<file path="config.mk">
export PLATFORM = sky130hd
export DESIGN_NAME = irqc_core
export DESIGN_NICKNAME = d
export VERILOG_FILES = /design/src/rtl/irqc_pkg.sv /design/src/rtl/irqc_sync_edge.sv /design/src/rtl/irqc_regs.sv /design/src/rtl/irqc_prio.sv /design/src/rtl/irqc_core.sv
export SDC_FILE = /design/constraint.sdc
export NUM_CORES = 1
export LEC_CHECK = 0
export ABC_AREA = 1
export BUFFER_PORTS_ARGS = -buffer_cell sky130_fd_sc_hd__buf_2
export CORE_UTILIZATION = 50
export CTS_CLUSTER_SIZE = 40
export DETAILED_ROUTE_END_ITERATION = 10
export HOLD_SLACK_MARGIN = 0.15
export PLACE_DENSITY = 0.7
export SKIP_CTS_REPAIR_TIMING = 1
export SYNTH_ARGS = -nofsm -noshare
export SYNTH_HDL_FRONTEND = slang
export SYNTH_HIERARCHICAL = 1
export SYNTH_SLANG_ARGS = --single-unit
</file>
<file path="constraint.sdc">
create_clock -name clk -period 5.39 [get_ports clk]
set_input_delay 0.8085 -clock clk [delete_from_list [all_inputs] [get_ports clk]]
set_output_delay 0.8085 -clock clk [all_outputs]
set_load 0.02 [all_outputs]
</file>
<file path="src/rtl/irqc_pkg.sv">
package irqc_pkg;
  localparam int ADDR_W = 3;

  typedef enum logic [ADDR_W-1:0] {
    SEL_PEND  = 3'd0,
    SEL_ENAB  = 3'd1,
    SEL_ROUTE = 3'd2,
    SEL_POL   = 3'd3,
    SEL_TRIG  = 3'd4,
    SEL_MASK  = 3'd5
  } reg_sel_e;
endpackage

</file>
<file path="src/rtl/irqc_sync_edge.sv">
module irqc_sync_edge #(
  parameter int NSRC        = 32,
  parameter int SYNC_STAGES = 2
) (
  input  logic            clk,
  input  logic            rst,
  input  logic [NSRC-1:0] irq_raw_i,
  input  logic [NSRC-1:0] pol_i,
  input  logic [NSRC-1:0] trig_i,
  output logic [NSRC-1:0] set_o
);
  localparam int LAST = SYNC_STAGES - 1;

  logic [SYNC_STAGES-1:0][NSRC-1:0] stage_q;
  logic [NSRC-1:0]                  prev_q;

  // shift chain: element 0 samples the raw lines
  always_ff @(posedge clk) begin
    if (rst) begin
      stage_q <= '0;
      prev_q  <= '0;
    end else begin
      stage_q <= {stage_q[SYNC_STAGES-2:0], irq_raw_i};
      prev_q  <= stage_q[LAST];
    end
  end

  generate
    for (genvar b = 0; b < NSRC; b++) begin : g_bit
      logic act_now, act_prev;
      // polarity 1 keeps the line as is, polarity 0 inverts it
      assign act_now  = ~(stage_q[LAST][b] ^ pol_i[b]);
      assign act_prev = ~(prev_q[b] ^ pol_i[b]);
      assign set_o[b] = trig_i[b] ? (act_now & ~act_prev) : act_now;
    end
  endgenerate
endmodule

</file>
<file path="src/rtl/irqc_regs.sv">
module irqc_regs
  import irqc_pkg::*;
#(
  parameter int NSRC = 32
) (
  input  logic            clk,
  input  logic            rst,
  input  logic            we_i,
  input  reg_sel_e        sel_i,
  input  logic [NSRC-1:0] wdata_i,
  input  logic [NSRC-1:0] set_i,
  output logic [NSRC-1:0] pend_o,
  output logic [NSRC-1:0] enab_o,
  output logic [NSRC-1:0] route_o,
  output logic [NSRC-1:0] pol_o,
  output logic [NSRC-1:0] trig_o
);
  logic [NSRC-1:0] clr_mask;

  assign clr_mask = (we_i && sel_i == SEL_PEND) ? wdata_i : '0;

  always_ff @(posedge clk) begin
    if (rst) begin
      pend_o  <= '0;
      enab_o  <= '0;
      route_o <= '0;
      pol_o   <= '1;
      trig_o  <= '0;
    end else begin
      // a new event wins over a clear in the same cycle
      pend_o <= (pend_o & ~clr_mask) | set_i;
      if (we_i) begin
        case (sel_i)
          SEL_ENAB:  enab_o  <= wdata_i;
          SEL_ROUTE: route_o <= wdata_i;
          SEL_POL:   pol_o   <= wdata_i;
          SEL_TRIG:  trig_o  <= wdata_i;
          default: ;
        endcase
      end
    end
  end
endmodule

</file>
<file path="src/rtl/irqc_prio.sv">
module irqc_prio #(
  parameter int NSRC = 32,
  parameter int SRCW = $clog2(NSRC)
) (
  input  logic [NSRC-1:0] vec_i,
  output logic            hit_o,
  output logic [SRCW-1:0] num_o
);
  always_comb begin
    num_o = '0;
    hit_o = |vec_i;
    // walk from least to most urgent; the last match is the winner
    for (int n = NSRC - 1; n >= 0; n--) begin
      if (vec_i[NSRC-1-n]) num_o = SRCW'(n);
    end
  end
endmodule

</file>
<file path="src/rtl/irqc_core.sv">
module irqc_core
  import irqc_pkg::*;
#(
  parameter int NSRC        = 32,
  parameter int SYNC_STAGES = 2,
  parameter int SRCW        = $clog2(NSRC)
) (
  input  logic              clk,
  input  logic              rst,
  input  logic [NSRC-1:0]   irq_src_i,
  input  logic              bus_we_i,
  input  logic              bus_re_i,
  input  logic [ADDR_W-1:0] bus_addr_i,
  input  logic [NSRC-1:0]   bus_wdata_i,
  output logic [NSRC-1:0]   bus_rdata_o,
  output logic              bus_rvalid_o,
  output logic              irq_ncrit_o,
  output logic              irq_crit_o,
  output logic              pend_valid_o,
  output logic [SRCW-1:0]   pend_src_o
);
  reg_sel_e        sel;
  logic [NSRC-1:0] set_w, pend_w, enab_w, route_w, pol_w, trig_w, mask_w;
  logic            hit_w;
  logic [SRCW-1:0] num_w;

  assign sel    = reg_sel_e'(bus_addr_i);
  assign mask_w = pend_w & enab_w;

  irqc_sync_edge #(.NSRC(NSRC), .SYNC_STAGES(SYNC_STAGES)) u_cond (
    .clk(clk), .rst(rst), .irq_raw_i(irq_src_i),
    .pol_i(pol_w), .trig_i(trig_w), .set_o(set_w)
  );

  irqc_regs #(.NSRC(NSRC)) u_regs (
    .clk(clk), .rst(rst), .we_i(bus_we_i), .sel_i(sel),
    .wdata_i(bus_wdata_i), .set_i(set_w), .pend_o(pend_w),
    .enab_o(enab_w), .route_o(route_w), .pol_o(pol_w), .trig_o(trig_w)
  );

  irqc_prio #(.NSRC(NSRC), .SRCW(SRCW)) u_prio (
    .vec_i(mask_w), .hit_o(hit_w), .num_o(num_w)
  );

  always_ff @(posedge clk) begin
    if (rst) begin
      irq_ncrit_o  <= 1'b0;
      irq_crit_o   <= 1'b0;
      pend_valid_o <= 1'b0;
      pend_src_o   <= '0;
      bus_rvalid_o <= 1'b0;
      bus_rdata_o  <= '0;
    end else begin
      irq_ncrit_o  <= |(mask_w & ~route_w);
      irq_crit_o   <= |(mask_w & route_w);
      pend_valid_o <= hit_w;
      pend_src_o   <= num_w;
      bus_rvalid_o <= bus_re_i;
      if (bus_re_i) begin
        case (sel)
          SEL_PEND:  bus_rdata_o <= pend_w;
          SEL_ENAB:  bus_rdata_o <= enab_w;
          SEL_ROUTE: bus_rdata_o <= route_w;
          SEL_POL:   bus_rdata_o <= pol_w;
          SEL_TRIG:  bus_rdata_o <= trig_w;
          SEL_MASK:  bus_rdata_o <= mask_w;
          default:   bus_rdata_o <= '0;
        endcase
      end
    end
  end
endmodule

</file>
==> flow_summary.yaml <==
detailed_routing:
  drc: 0
  wl_per_cell_um: 15.5
  drt_iter0_drc: 1399
  firstDrtPassIters: 6
  vias_per_cell: 5.20
  wirelength_um: 41500
  vias: 14000
  antenna_left: 0
min_path:
  min_path_type: "reg2reg"
cts:
  cts_sinks: 297
  numCtsBuffers: 31
  cts.clk_slew.worst_paths_ns: 0.06
  cts.path.max_buffers: 3
  cts-root-buf: "clkbuf_16"
  cts_tree: "done"
  h-tree-depth: 1
  clock_latency_ns: 0.56
logic_synthesis:
  yosys-top-cells-area: "dfxtp_1 42%, nand2_1 16%, nor2_1 11%, inv_1 8.3%, nand3_1 6.1%"
  synth_edf_count: 0
  async_flop_share: 0
  synth_common_cells: "597 x nand2_1, 417 x nor2_1, 317 x inv_1, 297 x dfxtp_1, 175 x nand3_1"
  syn_area_per_cell_sq_um: 6.36
  ys.flop_type: "dfxtp_1"
  synth_area_sq_mm: 0.0143
  syn-num-nets: 2317
  synth_top_area_frac: 0.416
  syn_inst: 2246
  ys_warn_count: 6
  yosysMostFrequentCell: "nand2_1"
  yosysTopAreaCell: "dfxtp_1"
  ys_ff_latch: 297
  ys_seq_area_frac: 0.416
  synth.distinct_cells: 31
global_route:
  grt_usage: 0.285
  grt.overflow.total: 0
  grt_max_degree: 94
  antenna_found_initial: 0
  first_global_vias: 12800
  grt_pass1_wl_um: 65800
worst_setup_path:
  worstPathRequired_ns: 5.89
  cp.arrival_ns: 3.54
  endpoint_kind: "flip-flop"
  worstPathMaxFanout: 65
  critPathKind: "in2reg"
  start_kind: "input port"
timing:
  setup-violations-final: 0
  final_max_slew_viol_count: 0
  min_period_ns: 3.04
  setup_ws_ns: 2.35
  timing.slew.headroom: 0.265
  setup_tns_ns: 0
  fmax_ghz: 0.329
  fin_worst_skew_ns: 0.0119
  period_share: 0.564
  rsz0062_at_grt: "false"
  tightest_slew_ns: 1.10
  hold-worst-slack_ns: 0.401
  hold_violations: 0
final_layout:
  antenna_cells: 0
  syn2layout_area_growth_pct: 11.4
  layout.nets: 2353
  postLayoutCoreUtil: 0.569
  multi_input_area_sq_mm: 0.00646
  drive_above_1_share: 0.0945
  register_area_sq_mm: 0.00595
  n_fill_cell: 2729
floorplan:
  num_rows: 61
  io_pins: 112
  placeableCoreArea_sq_mm: 0.0279
  die-area_sq_mm: 0.0292
  die_height_um: 171
  die_w_um: 171
  start_util: 0.511
run:
  maxCapViolCount: 0
placement:
  dpl.hpwl_um: 24700
  io_buffer_count: 111
  gp_congestion: 0.898
  pre_cts_ws_ns: 1.91
power:
  power_mw: 5.10
  powerDensity_mw_per_mm2: 321
  power_leakage_nw: 7.73
  max-vdd-ir-drop_mv: 0.232
outcome:
  outcome: "completed"
cells in the final DEF (no fill, tap or decap), drive strengths merged:
cell type    n
nand3      176
a311oi       1
inv        331
dfxtp      297
nand2      599
a21oi      100
nor4         2
a211oi       1
a21boi       1
buf        126
nor3         6
a31oi        1
bufinv       6
o31ai        1
nor2       434
o21ai       73
o21bai       1
clkinvlp     1
clkinv      10
clkbuf      43
nand4       96
where the power goes:
group | leakage, nW | internal (mW) | switching [mW] | total, mW
sequential | 2.43 | 2.29 | 0.0714 | 2.36
clock | 0.530 | 1.34 | 0.901 | 2.24
combinational | 4.77 | 0.148 | 0.353 | 0.501
total | 7.73 | 3.78 | 1.33 | 5.10
cell type report:
cell class | instances | share of cell area
clock inverters | 14 | 0.0109
repair buffers | 126 | 0.0424
inverters | 334 | 0.0807
well taps | 378 | 0.0297
flip-flops and latches | 297 | 0.374
multi-input cells | 1492 | 0.406
clock buffers | 43 | 0.0560
per-layer routing:
| metal | wire [um] | vias up | share of wire | global-route usage |
|---|---|---|---|---|
| met5 | 0 | - | 0 | 0 |
| met4 | 1060 | 0 | 0.025 | 0.0889 |
| met3 | 3700 | 80 | 0.089 | 0.0613 |
| met2 | 18300 | 606 | 0.44 | 0.460 |
| met1 | 18500 | 6291 | 0.45 | 0.378 |
| li1 | - | 6992 | - | - |
kinds of logic after synthesis:
group / count (synthesis) / share of synthesized area
AND/OR/NAND/NOR: 1313 / 0.387
flip-flops: 297 / 0.416
AO/OA/AOI/OAI: 179 / 0.0641
buffers and inverters: 457 / 0.133
stage by stage:
step,area (sq um),cells
2_1_floorplan,14300,2246
3_3_place_gp,14800,2627
3_5_place_dp,14800,2627
4_1_cts,15900,2684
5_1_grt,15900,2684
6_report,15900,2684
path summary, 6_finish.rpt:
check,endpoint,cells past startpoint,slack [ns],start
setup / recovery,u_regs/enab_o[17]$_SDFFE_PP0P_,7,2.35,bus_addr_i[2]
hold / removal,u_cond/stage_q[36]$_SDFF_PP0_,2,0.40,u_cond/stage_q[4]$_SDFF_PP0_
setup reg to reg,pend_src_o[0]$_SDFF_PP0_,34,2.86,u_regs/pend_o[0]$_SDFF_PP0_
hold reg to reg,u_cond/stage_q[36]$_SDFF_PP0_,2,0.40,u_cond/stage_q[4]$_SDFF_PP0_
worst max-delay path, cell delays in order:
cell and delay [ns]:
buf_2 0.46, nor2_4 0.25, buf_4 0.65, nand2_1 0.21, nor2_4 0.88, nor2_1 0.11, nor2_1 0.12
state kept, by name, summed over array words and instances, names as in the netlist:
signal	cells
bus_rdata_o	32
u_cond/stage_q	64
irq_ncrit_o	1
bus_rvalid_o	1
u_cond/prev_q	32
u_regs/pend_o	32
u_regs/pol_o	32
pend_valid_o	1
u_regs/trig_o	32
u_regs/enab_o	32
irq_crit_o	1
pend_src_o	5
u_regs/route_o	32
(Power assumes the default switching activity.)
